`src/rtl/irq_pkg.sv`:
```
package irq_pkg;

  localparam int unsigned OFS_CAUSE = 0;
  localparam int unsigned OFS_CSET  = 1;
  localparam int unsigned OFS_MSET  = 2;
  localparam int unsigned OFS_MCLR  = 3;

  typedef struct packed {
    logic rd_cause;
    logic rd_mask;
    logic w1c_cause;
    logic set_cause;
    logic set_mask;
    logic clr_mask;
  } irq_cmd_t;

endpackage

```
`src/rtl/irq_decode.sv`:
```
module irq_decode
  import irq_pkg::*;
#(
  parameter int ADDR_W = 3
) (
  input  logic              wr_i,
  input  logic              rd_i,
  input  logic [ADDR_W-1:0] addr_i,
  output irq_cmd_t          cmd_o
);

  logic rd_acc;
  logic hit_cause, hit_cset, hit_mset, hit_mclr;

  assign rd_acc    = rd_i && !wr_i;
  assign hit_cause = (addr_i == ADDR_W'(OFS_CAUSE));
  assign hit_cset  = (addr_i == ADDR_W'(OFS_CSET));
  assign hit_mset  = (addr_i == ADDR_W'(OFS_MSET));
  assign hit_mclr  = (addr_i == ADDR_W'(OFS_MCLR));

  always_comb begin
    cmd_o           = '0;
    cmd_o.rd_cause  = rd_acc && hit_cause;
    cmd_o.rd_mask   = rd_acc && hit_mset;
    cmd_o.w1c_cause = wr_i && hit_cause;
    cmd_o.set_cause = wr_i && hit_cset;
    cmd_o.set_mask  = wr_i && hit_mset;
    cmd_o.clr_mask  = wr_i && hit_mclr;
  end

endmodule

```
`src/rtl/irq_cause_reg.sv`:
```
module irq_cause_reg #(
  parameter int DATA_W = 32,
  parameter int EVT_W  = 8
) (
  input  logic              clk,
  input  logic              rst_n,
  input  logic              rd_clr_i,
  input  logic              w1c_i,
  input  logic              set_i,
  input  logic [DATA_W-1:0] wdata_i,
  input  logic [EVT_W-1:0]  evt_i,
  output logic [DATA_W-1:0] cause_q_o,
  output logic [DATA_W-1:0] cause_nxt_o
);

  localparam int SUM_BIT = DATA_W - 1;

  logic [DATA_W-1:0] evt_ext;
  logic [DATA_W-1:0] base;
  logic [DATA_W-1:0] raw;
  logic [DATA_W-1:0] cause_q;

  generate
    if (EVT_W < DATA_W - 1) begin : g_pad
      assign evt_ext = {{(DATA_W-EVT_W){1'b0}}, evt_i};
    end else begin : g_full
      assign evt_ext = {1'b0, evt_i[DATA_W-2:0]};
    end
  endgenerate

  always_comb begin
    base = rd_clr_i ? '0 : cause_q;
    if (w1c_i) base = base & ~wdata_i;
    raw = base | evt_ext;
    if (set_i) raw = raw | wdata_i;
    cause_nxt_o = raw;
    if (|raw) cause_nxt_o[SUM_BIT] = 1'b1;
  end

  always_ff @(posedge clk or negedge rst_n) begin
    if (!rst_n) cause_q <= '0;
    else        cause_q <= cause_nxt_o;
  end

  assign cause_q_o = cause_q;

  AST_SUMMARY_FLAG: assert property (@(posedge clk) disable iff (!rst_n)
    (|cause_q[SUM_BIT-1:0]) |-> cause_q[SUM_BIT]);

  AST_READ_CLEARS: assert property (@(posedge clk) disable iff (!rst_n)
    (rd_clr_i && !set_i && !w1c_i && evt_i == '0) |=> (cause_q == '0));

  AST_EVENT_KEPT: assert property (@(posedge clk) disable iff (!rst_n)
    (evt_i != '0) |=> ((cause_q[EVT_W-1:0] & $past(evt_i)) == $past(evt_i)));

  AST_SET_STICKS: assert property (@(posedge clk) disable iff (!rst_n)
    set_i |=> ((cause_q & $past(wdata_i)) == $past(wdata_i)));

endmodule

```
`src/rtl/irq_mask_reg.sv`:
```
module irq_mask_reg #(
  parameter int DATA_W = 32
) (
  input  logic              clk,
  input  logic              rst_n,
  input  logic              set_i,
  input  logic              clr_i,
  input  logic [DATA_W-1:0] wdata_i,
  output logic [DATA_W-1:0] mask_q_o,
  output logic [DATA_W-1:0] mask_nxt_o
);

  logic [DATA_W-1:0] mask_q;

  always_comb begin
    mask_nxt_o = mask_q;
    if (set_i) mask_nxt_o = mask_nxt_o | wdata_i;
    if (clr_i) mask_nxt_o = mask_nxt_o & ~wdata_i;
  end

  always_ff @(posedge clk or negedge rst_n) begin
    if (!rst_n) mask_q <= '0;
    else        mask_q <= mask_nxt_o;
  end

  assign mask_q_o = mask_q;

  AST_MASK_SET: assert property (@(posedge clk) disable iff (!rst_n)
    set_i |=> ((mask_q & $past(wdata_i)) == $past(wdata_i)));

  AST_MASK_CLR: assert property (@(posedge clk) disable iff (!rst_n)
    clr_i |=> ((mask_q & $past(wdata_i)) == '0));

  AST_MASK_HOLD: assert property (@(posedge clk) disable iff (!rst_n)
    (!set_i && !clr_i) |=> $stable(mask_q));

endmodule

```
`src/rtl/irq_ctrl.sv`:
```
module irq_ctrl
  import irq_pkg::*;
#(
  parameter int DATA_W = 32,
  parameter int EVT_W  = 8,
  parameter int ADDR_W = 3
) (
  input  logic              clk,
  input  logic              rst_n,
  input  logic              reg_wr,
  input  logic              reg_rd,
  input  logic [ADDR_W-1:0] reg_addr,
  input  logic [DATA_W-1:0] reg_wdata,
  input  logic [EVT_W-1:0]  evt_pulse,
  output logic [DATA_W-1:0] rd_data,
  output logic              rd_valid,
  output logic              irq
);

  irq_cmd_t          cmd;
  logic [DATA_W-1:0] cause_q, cause_nxt;
  logic [DATA_W-1:0] mask_q, mask_nxt;
  logic [DATA_W-1:0] rd_mux;
  logic              rd_any;
  logic              irq_q;
  logic [DATA_W-1:0] rd_data_q;
  logic              rd_valid_q;

  irq_decode #(.ADDR_W(ADDR_W)) u_decode (
    .wr_i   (reg_wr),
    .rd_i   (reg_rd),
    .addr_i (reg_addr),
    .cmd_o  (cmd)
  );

  irq_cause_reg #(.DATA_W(DATA_W), .EVT_W(EVT_W)) u_cause (
    .clk         (clk),
    .rst_n       (rst_n),
    .rd_clr_i    (cmd.rd_cause),
    .w1c_i       (cmd.w1c_cause),
    .set_i       (cmd.set_cause),
    .wdata_i     (reg_wdata),
    .evt_i       (evt_pulse),
    .cause_q_o   (cause_q),
    .cause_nxt_o (cause_nxt)
  );

  irq_mask_reg #(.DATA_W(DATA_W)) u_mask (
    .clk        (clk),
    .rst_n      (rst_n),
    .set_i      (cmd.set_mask),
    .clr_i      (cmd.clr_mask),
    .wdata_i    (reg_wdata),
    .mask_q_o   (mask_q),
    .mask_nxt_o (mask_nxt)
  );

  assign rd_any = reg_rd && !reg_wr;

  always_comb begin
    rd_mux = '0;
    if (cmd.rd_cause)     rd_mux = cause_q;
    else if (cmd.rd_mask) rd_mux = mask_q;
  end

  always_ff @(posedge clk or negedge rst_n) begin
    if (!rst_n) begin
      irq_q      <= 1'b0;
      rd_data_q  <= '0;
      rd_valid_q <= 1'b0;
    end else begin
      irq_q      <= |(mask_nxt & cause_nxt);
      rd_valid_q <= rd_any;
      if (rd_any) rd_data_q <= rd_mux;
    end
  end

  assign irq      = irq_q;
  assign rd_data  = rd_data_q;
  assign rd_valid = rd_valid_q;

  AST_IRQ_LEVEL: assert property (@(posedge clk) disable iff (!rst_n)
    irq == |(mask_q & cause_q));

  AST_RD_VALID: assert property (@(posedge clk) disable iff (!rst_n)
    rd_any |=> rd_valid);

  AST_RD_CAUSE_DATA: assert property (@(posedge clk) disable iff (!rst_n)
    cmd.rd_cause |=> (rd_data == $past(cause_q)));

endmodule

```
`config.mk`:
```
export PLATFORM = sky130hd
export DESIGN_NAME = irq_ctrl
export DESIGN_NICKNAME = d
export VERILOG_FILES = /design/src/rtl/irq_pkg.sv /design/src/rtl/irq_decode.sv /design/src/rtl/irq_cause_reg.sv /design/src/rtl/irq_mask_reg.sv /design/src/rtl/irq_ctrl.sv
export SDC_FILE = /design/constraint.sdc
export NUM_CORES = 1
export LEC_CHECK = 0
export CAP_MARGIN = 30
export CORE_MARGIN = 2
export CORE_UTILIZATION = 50
export CTS_CLUSTER_SIZE = 8
export DETAILED_ROUTE_END_ITERATION = 16
export DONT_BUFFER_PORTS = 1
export GPL_ROUTABILITY_DRIVEN = 0
export PLACE_DENSITY = 0.61
export REMOVE_ABC_BUFFERS = 1
export SYNTH_ARGS = -nofsm -noshare
export SYNTH_HDL_FRONTEND = slang
export SYNTH_HIERARCHICAL = 1
export SYNTH_SLANG_ARGS = --single-unit
```
`constraint.sdc`:
```
create_clock -name clk -period 6.1 [get_ports clk]
set_input_delay 0.61 -clock clk [delete_from_list [all_inputs] [get_ports clk]]
set_output_delay 0.61 -clock clk [all_outputs]
set_load 0.005 [all_outputs]
```
---- Word level (Yosys, flattened, before mapping) ----
Cells that the tools add are included.
cells by class
  reduce and logical (&&, ||, !) cells .... 11
  add/sub/neg operators ................... 0
  $lt $le $gt $ge ......................... 0
  muxes and demuxes ....................... 8
  divide/modulo/power cells ............... 0
  bitwise operators ....................... 7
  equality and inequality tests ........... 3
  shifts and indexed selects .............. 0
  $mul .................................... 0
operators with widths
  cell                                                              count
  32-bit 2-to-1 mux                                                 7
  32-bit bitwise AND                                                3
  32-bit OR                                                         2
  32-bit OR reduction                                               2
  32-bit NOT                                                        1
  32-bit by 8-bit OR with 32-bit output                             1
  1-bit logical AND                                                 7
  3-bit by 2-bit == test with 1-bit output (second input constant)  2
  3-bit by 1-bit == test with 1-bit output (second input constant)  1
  3-bit logical NOT                                                 1
  1-bit logical NOT                                                 1
  1-bit 2-to-1 mux                                                  1
word-level totals
  logic and storage cells ................. 34
  output and inout port bits .............. 34
  bits in read-only memories .............. 0
  bits of input ports ..................... 47
  latch bits .............................. 0
  memory bits (writable) .................. 0
  bits in registers ....................... 98
  memories kept ........................... 0

---- Longest topological paths before layout ----
Gate-level depths: netlist of run 1.
  depth in word-level cells ............... 13
  mapped depth ............................ 12
  gate-level depth less buffers ........... 10

---- By module ----
The synthesis of run 1 kept the hierarchy.
modules (own cells, without submodules)
  module         cells each  area an instance (um2)  times used  sequential area each (um2)
  irq_ctrl       170         1614.0                  1           850.8
  irq_cause_reg  135         1410.1                  1           800.8
  irq_mask_reg   102         1169.9                  1           800.8
  irq_decode     9           61.3                    1           0.0

---- Worst setup path after synthesis of run 1 ----
Ideal clock, no wire load.
  path kind ............................... in2reg
  start point ............................. in reg_wr
  end point ............................... reg irq_q, in the netlist irq
  setup time .............................. 138 ps
  slack ................................... 3063 ps
  stages on the path ...................... 11
  data arrival time ....................... 2898 ps
  cells stage by stage .................... or3b_1 > nor3_2 > inv_1 > clkbuf_1 > a32o_1 > nor4_1 > and4_1 > nand4_1 > a22oi_1 > nand4_1 > or4_1
RTL lines
  element               RTL line        source
  start, declared       irq_ctrl.sv:10  input logic reg_wr,
  end signal, assigned  irq_ctrl.sv:72  irq_q <= |(mask_nxt & cause_nxt);
  end, declared         irq_ctrl.sv:25  logic irq_q;

==> run summary, run 1 <==
Ranked by total cell area, the synthesized netlist is headed by dfrtp_1, a21oi_1, a22oi_1, nand2_1, a32o_1. Setup total negative slack on the finished layout was measured at 0 ns. The met1 layer wirelength in the final routing came out at 4546 µm. The number of inserted diodes came out at 0. STA puts the critical path data required time at 6.33 ns. The setup slack on the worst flop-to-flop path came out at 3.81 ns. Summed over all instances, the cell type with the most area after synthesis is dfrtp_1. The area of all placed cells without fillers came out at 0.004571 mm². The peak ir drop on the vdd network is 164.6 µV.

The worst setup path is captured at a flip-flop. The share of Yosys cell area claimed by the top area cell type came out at 0.5763. The tightest hold path in the finished design has a slack of 0.1347 ns. Entering global routing, the biggest net connects 99 pins. The final count of pins violating max slew was 0.

Ranked by instance count, the synthesized netlist is headed by dfrtp_1, a21oi_1, nand2_1. The number of vias per cell is 6.421. The worst hold path class is input port to asynchronous set/reset pin. The leakage power is 1.797 nW. STA classifies the critical path startpoint as an input port. The depth of the CTS H-tree is 3. After detailed routing, the met2 layer carries 5092 µm of wire. The highest signal layer in the routed design is met4. The total core area came out at 0.008217 mm². The number of synthesized flops with an enable pin came out at 0.

In this run the clock root is driven by a clkbuf_8. Excluding fillers, the count of instances in the completed layout stands at 516. The layout cell share with drive strength beyond 1 is 0.07299. For this run, the leading register cell type out of synthesis is dfrtp_1. The routed wirelength normalized by instance count is 20.70 µm. In this run, distinct cell masters in the synthesized netlist total 29. The Yosys warning count came out at 6. The start point of the critical path is reg_wr. Clock-pin slew was measured on the worst setup and hold paths at 0.09 ns.

The detailed placement HPWL is 6987 µm. The total wirelength of the detailed-routed design is 10,680 µm. The endpoint identified for the worst register-to-register timing path is irq. TritonCTS built the clock tree.

The count of nets left with antenna violations after detail routing is 0. The wire length of the first global-routing pass came out at 16,770 µm. The maximum fanout along the worst path is 36. During placement, the flow inserted port buffers numbering 0. The via count of the first global-routing pass was 3,230. The post-synthesis instance area came out at 0.004255 mm². In this run the deepest clock path goes through 2 buffers.

The total number of clock tree sinks came out at 98. Fill cells in the final layout number 742. The share of the clock period used by the worst path is 0.6118. The total global routing track utilization came out at 0.2416. The width of the die came out at 96.26 µm. In this run the critical register-to-register path is launched from u_cause/cause_q_o[25]. The share of async-settable or async-resettable flops after synthesis is 1.000. The count of unresolved DRC violations after routing is 0. The critical path is of the input port to flip-flop type.

The run finished with clean final reports. The number of rows created at floorplan is 33. The synthesized area per cell is 10.23 µm². The detailed router placed 3,313 vias in this run.

The worst clock skew on the final layout came out at 0.007847 ns. Synthesis produced a netlist whose cell count is 416. The max-slew headroom at the worst pin is 0.3348. The post-layout utilization of the core is 0.5563. The number of maximum-capacitance violations is 0.

The number of cells after detailed placement is 499. The instance area at placement is 0.004324 mm². The depth of the worst register-to-register path came out at 7.

The first TritonRoute pass finished after 5 iterations. STA puts the critical path data arrival time at 3.96 ns. The sequential element share of the synthesized area came out at 0.5763. The slew of the pin with the lowest slew margin is 0.9978 ns. The initial DRC count is 198. The maximum clock frequency is 0.2679 GHz. The layout-stage area growth over the synthesis result came out at 7.410%. The count of cells resized by post-cts repair came out at 0.

The initial core utilization is 0.5179. The post-synthesis sequential element count is 98. The minimum period implied by the final worst setup slack is 3.732 ns. The initial antenna violation count came out at 0.

The source-to-sink clock delay at the later pin of the worst-skew pair came out at 0.36 ns. The I/O pin total is 81. The die boundary height came out at 96.26 µm. After the last flow step, the layout net total stands at 453. The final hold violation count is 0. The total length of routed met3 wires came out at 918 µm. The leftover overflow at the end of global routing is 0. The die outline area came out at 0.009265 mm².

The number of CTS-inserted buffers came out at 9. Among all cell types in the netlist, the one instantiated most often is dfrtp_1. In this run the power density over the cells is 320.6 mW/mm².

Setup repair after global routing left no endpoint under its margin. The count of endpoints failing setup in the final report is 0.
==> how the worst max path moves through the flow <==
stage | depth (start not counted) | slack [ns] | end
floorplan | 10 | 1.57 | irq
global placement | 11 | 1.93 | irq
detailed placement | 12 | 2.01 | irq
CTS | 12 | 2.40 | irq
global route | 12 | 2.29 | irq
finish | 12 | 2.37 | irq
==> through the flow <==
stage               power [mW]  setup WS, ns
CTS                      1.475         2.402
finish                   1.465         2.368
detailed placement       1.000         2.013
floorplan               0.9387         1.572
global route             1.537         2.286
global placement        0.9935         1.926
==> registers in the layout (all words and copies together) (netlist names) <==
signal / count
rd_data: 32
u_cause/cause_q_o: 32
u_mask/mask_q_o: 32
irq: 1
rd_valid: 1
==> cell usage in the layout (no fill, tap or decap), types with 3 or more instances in the layout <==
cell / instances
a32o_1: 24
nor4_1: 7
o21ai_0: 22
clkbuf_8: 10
nand2_1: 72
buf_4: 6
dfrtp_1: 98
a21oi_1: 72
nand4_1: 9
a22oi_1: 45
nand3_1: 8
nor2_1: 3
o21ai_1: 8
==> cells by family (layout without fill, tap and decap cells) <==
family,after synthesis,in the layout,synth area share
AO/OA/AOI/OAI,174,174,0.2617
buffers and inverters,31,26,0.03910
flip-flops,98,98,0.5763
AND/OR/NAND/NOR,113,113,0.1229
==> per-layer routing <==
metal  track usage  vias to the layer above
met5             0                        -
met4       0.06905                        0
met3       0.05873                       12
met2        0.3721                      116
met1        0.3414                     1634
li1              -                     1551
==> report_power, final <==
group | internal [mW] | switching, mW | leakage, nW
Combinational | 0.0851 | 0.128 | 0.470
Sequential | 0.739 | 0.0494 | 1.22
Clock | 0.241 | 0.223 | 0.109
Total | 1.06 | 0.401 | 1.80
==> layout make-up <==
cell class / count / area (µm²) / area share
flip-flops and latches: 98 / 2452 / 0.5365
repair buffers: 8 / 100.1 / 0.02190
inverters: 2 / 7.507 / 0.001642
clock buffers: 11 / 141.4 / 0.03093
multi-input cells: 287 / 1660 / 0.3633
clock inverters: 5 / 77.57 / 0.01697
well taps: 105 / 131.4 / 0.02874
==> repair_timing <==
action	CTS	global route
endpoints found under the hold margin	98	0
hold buffers	1	0
buffers inserted	0	0
==> critical path, cell delays in order <==
cell and delay (ns):
or3b_1 0.43, nor3_4 0.12, buf_4 0.40, inv_1 0.38, buf_16 0.27, a32o_1 0.27, nor4_1 0.39, and4_1 0.24
nand4_1 0.11, a22oi_1 0.17, nand4_1 0.10, or4_1 0.46
(Power assumes the default switching activity.)
==> inputs of run 2 (changes only) <==
Settings changed: ABC_AREA from default to 1, PLACE_DENSITY 0.61 to 0.64.
Clock period 6.1 ns to 3.1 ns, I/O delays scaled along.
==> run 2 against run 1 <==
Compared with the run above: cell area increased by 22%; combinational power rose to 3.0 times the previous value; via count is 36% higher; non-clock buffer count grew 2; final cell count rose by 72%; first-iteration DRC count grew 16%; clock skew barely moved; setup slack lost 1.3 ns; power grew 110%.
==> run summary, run 2 <==
The run finished with clean final reports. The worst setup path is launched from an input port. The number of vias per cell was 5.066 (-21%).

The layout-stage area growth over the synthesis result came out at 4.742%. The area fraction in compound gates after synthesis was 0.08540 (-0.1763). The worst hold margin came out at 0.08898 ns (-0.04568 ns).

The post-synthesis instance area came out at 0.005304 mm² (+25%). The library cells used most frequently in the layout, excluding fill and tap cells, are nand2_1, inv_1, dfrtp_1, nor2_1, nand3_1. The number of rows created at floorplan came out at 37 (+12%).

The sequential element share of the synthesized area was 0.4624 (-0.1139). The peak ir drop on the vdd network came out at 281.5 µV (+71%). The depth of the CTS H-tree came out at 3 (unchanged). The layout cell share with drive strength beyond 1 came out at 0.04907 (-0.02392). The die outline area came out at 0.01145 mm² (+24%). The adder-cell share of the synthesized area came out at 0 (unchanged). Tracing the worst setup path back leads to its startpoint at reg_wr. The number of maximum-capacitance violations is 0 (unchanged). The initial antenna violation count came out at 0 (unchanged). The final count of pins violating max slew came out at 0 (unchanged). The worst setup path is captured at a flip-flop.

The leakage power is 2.885 nW (+61%). The required time at the worst-slack endpoint was 3.36 ns (-2.97 ns). The via count of the first global-routing pass is 4,324 (+34%). The critical path is of the input port to flip-flop type.

The number of buffers between clock root and the deepest sink came out at 2 (unchanged). The most frequently used flop master after synthesis is dfrtp_1. The wire length of the first global-routing pass is 21,330 µm (+27%). In this run the critical register-to-register path is launched from u_cause/cause_q_o[29]. The overall via count from detail_route came out at 4,509 (+36%). Setup repair after global routing left no endpoint under its margin.

The slew of the pin with the lowest slew margin came to 0.9449 ns (-0.05297 ns). The total global routing track utilization came to 0.2414 (-0.0002426). The parity-gate share of the synthesized area counting xor and xnor cells is 0 (unchanged).

The critical path data arrival time came out at 2.32 ns (-1.64 ns). The count of unresolved DRC violations after routing came out at 0 (unchanged). The depth of the worst register-to-register path is 14 (+7).

By area the synthesized netlist is led by dfrtp_1, nand2_1, inv_1, nor2_1, a31oi_1. The basic-gate share of the synthesized area counting and, or, nand and nor cells is 0.3135 (+0.1906). The count of nets left with antenna violations after detail routing is 0 (unchanged).

The maximum fanout along the worst path is 28 (-22%). The count of input and output buffers came out at 0 (unchanged). The number of synthesized flops with an enable pin was 0 (unchanged). The count of endpoints failing setup in the final report is 0 (unchanged). The library cell used most frequently in the layout, excluding fill and tap cells, is nand2_1. The share of Yosys cell area claimed by the top area cell type is 0.4624 (-0.1139). The minimum period implied by the final worst setup slack came out at 2.055 ns. The die boundary height is 107.0 µm (+11%). The endpoint of the worst register-to-register path is irq. The initial core utilization is 0.5138 (-0.004137). The final hold violation count is 0 (unchanged). The worst hold path cell count is 3. The clock-pin slew reported for the worst setup and hold paths after clock tree synthesis is 0.10 ns (about the same). The width of the die is 107.0 µm (+11%). The Yosys warning count came out at 6 (unchanged). The maximum number of pins on one net before global-route repair is 99 (unchanged). The share of the clock period used by the worst path came out at 0.6630. The synthesized area per cell is 6.970 µm² (-32%).

The post-layout net count came to 797 (+76%). dfrtp_1 takes more of the synthesized area than any other cell. The cell count after synthesis came out at 761 (+83%). The max-slew headroom at the worst pin is 0.3666 (+0.03188). The detailed-routing iteration count for the pre-antenna-repair pass was 4 (-1). The power density over the cells came to 558.0 mW/mm² (+74%).

The startpoint of the tightest hold check path is reg_wdata[8]. The commonest cells after synthesis are nand2_1, inv_1, dfrtp_1. The TritonCTS clock tree is yes. The number of inserted diodes came out at 0 (unchanged). The total core area is 0.01032 mm² (+26%). The initial DRC count is 229 (+16%). The total number of clock tree sinks came out at 98 (unchanged). The number of CTS-inserted buffers came out at 9 (unchanged). The share of async-settable or async-resettable flops after synthesis came out at 1.000 (unchanged). The detailed placement HPWL came out at 8524 µm (+22%). The worst hold path class is input port to flip-flop. The endpoint of the worst hold-timing path is u_mask/mask_q_o[8]. The total wirelength of the detailed-routed design is 13,200 µm (+24%). The leftover overflow at the end of global routing is 0 (unchanged). The source-to-sink clock delay at the later pin of the worst-skew pair came out at 0.37 ns (about the same).

The routed wirelength normalized by instance count came out at 14.83 µm (-28%). Yosys instantiated no cell more often than nand2_1. The post-layout utilization of the core came out at 0.5381 (-0.01815). The setup slack on the worst flop-to-flop path came out at 1.38 ns (-2.43 ns). The I/O pin total came out at 81 (unchanged). The worst clock skew on the final layout is 0.007873 ns (+0.00002562 ns). The post-synthesis sequential element count is 98 (unchanged). The multiplexer fraction of the synthesized cell area came out at 0 (unchanged). The maximum clock frequency came out at 0.4866 GHz. The post-synthesis cell type count came out at 19 (-34%). By area, the combinational part of the netlist is dominated by simple AND/OR/NAND/NOR gates. The tree is rooted in a clkbuf_8.
==> run 2: cell types whose count changed in the layout (fill, tap and decap cells not counted), moves of 30 or more <==
| cell | before | now |
|---|---|---|
| nand2_1 | 72 | 304 |
| inv_1 | 2 | 132 |
| nor2_1 | 3 | 84 |
| a21oi_1 | 72 | 5 |
| a22oi_1 | 45 | 0 |
| a31oi_1 | 2 | 32 |
==> run 2: where the power goes <==
group	total (mW)	internal, mW	switching, mW
sequential	1.63	1.50	0.129
combinational	0.642	0.221	0.421
clock	0.832	0.390	0.442
total	3.10	2.11	0.992
==> run 2: critical path, cell delays in order <==
cell	delay, ns
inv_1	0.09
nand2_1	0.13
nor2_4	0.19
buf_4	0.35
nor2_1	0.10
a21boi_1	0.20
nand2_1	0.11
nor2_1	0.17
nand2_1	0.07
nor2_1	0.11
nand2_1	0.08
nand2_1	0.06
nand2_1	0.04
nor2_1	0.09
nand2_1	0.06
nor2_1	0.08
nand2_1	0.06
==> run 2: layout make-up <==
cell class                      count  area, µm²
Clock buffer                       12      145.1
Clock inverter                      3      40.04
Fill cell                        1024       4768
Inverter                          135      506.7
Multi-Input combinational cell    496       2143
Sequential cell                    98       2452
Tap cell                          136      170.2
Timing Repair Buffer               10      97.59
==> run 2: worst max path at each step <==
| stage | end | slack [ns] |
|---|---|---|
| 6_report | irq | 1.04 |
| 2_1_floorplan | irq | -0.50 |
| 3_3_place_gp | irq | 0.74 |
| 3_5_place_dp | irq | 0.69 |
| 4_1_cts | irq | 1.07 |
| 5_1_grt | irq | 0.80 |
==> run 2: metal layers <==
metal	GRT usage	part of all wire
met3	0.05714	0.067
met2	0.3831	0.47
met1	0.3299	0.45
met4	0.07236	0.013
met5	0	0
==> run 2: cells by family (layout without fill, tap and decap cells) <==
| family | Yosys count | after routing |
|---|---|---|
| simple gates | 430 | 430 |
| buf+inv | 167 | 160 |
| flops | 98 | 98 |
| compound gates | 66 | 66 |
==> run 2: through the flow <==
step	TNS, ns	cell area, µm²	cells	total power, mW	worst slack [ns]
global placement	0	5333	873	2.244	0.7428
floorplan	-11.85	5075	729	2.097	-0.4951
CTS	0	5555	890	3.115	1.070
global route	0	5555	890	3.301	0.7979
finish	0	5555	890	3.100	1.045
detailed placement	0	5333	873	2.265	0.6869
==> run 2: repair_timing <==
item	4_1_cts	5_1_grt
hold buffers	2	0
gates resized for setup	0	0
setup endpoints to repair	0	0
buffers inserted	0	0
hold endpoints to repair	98	0
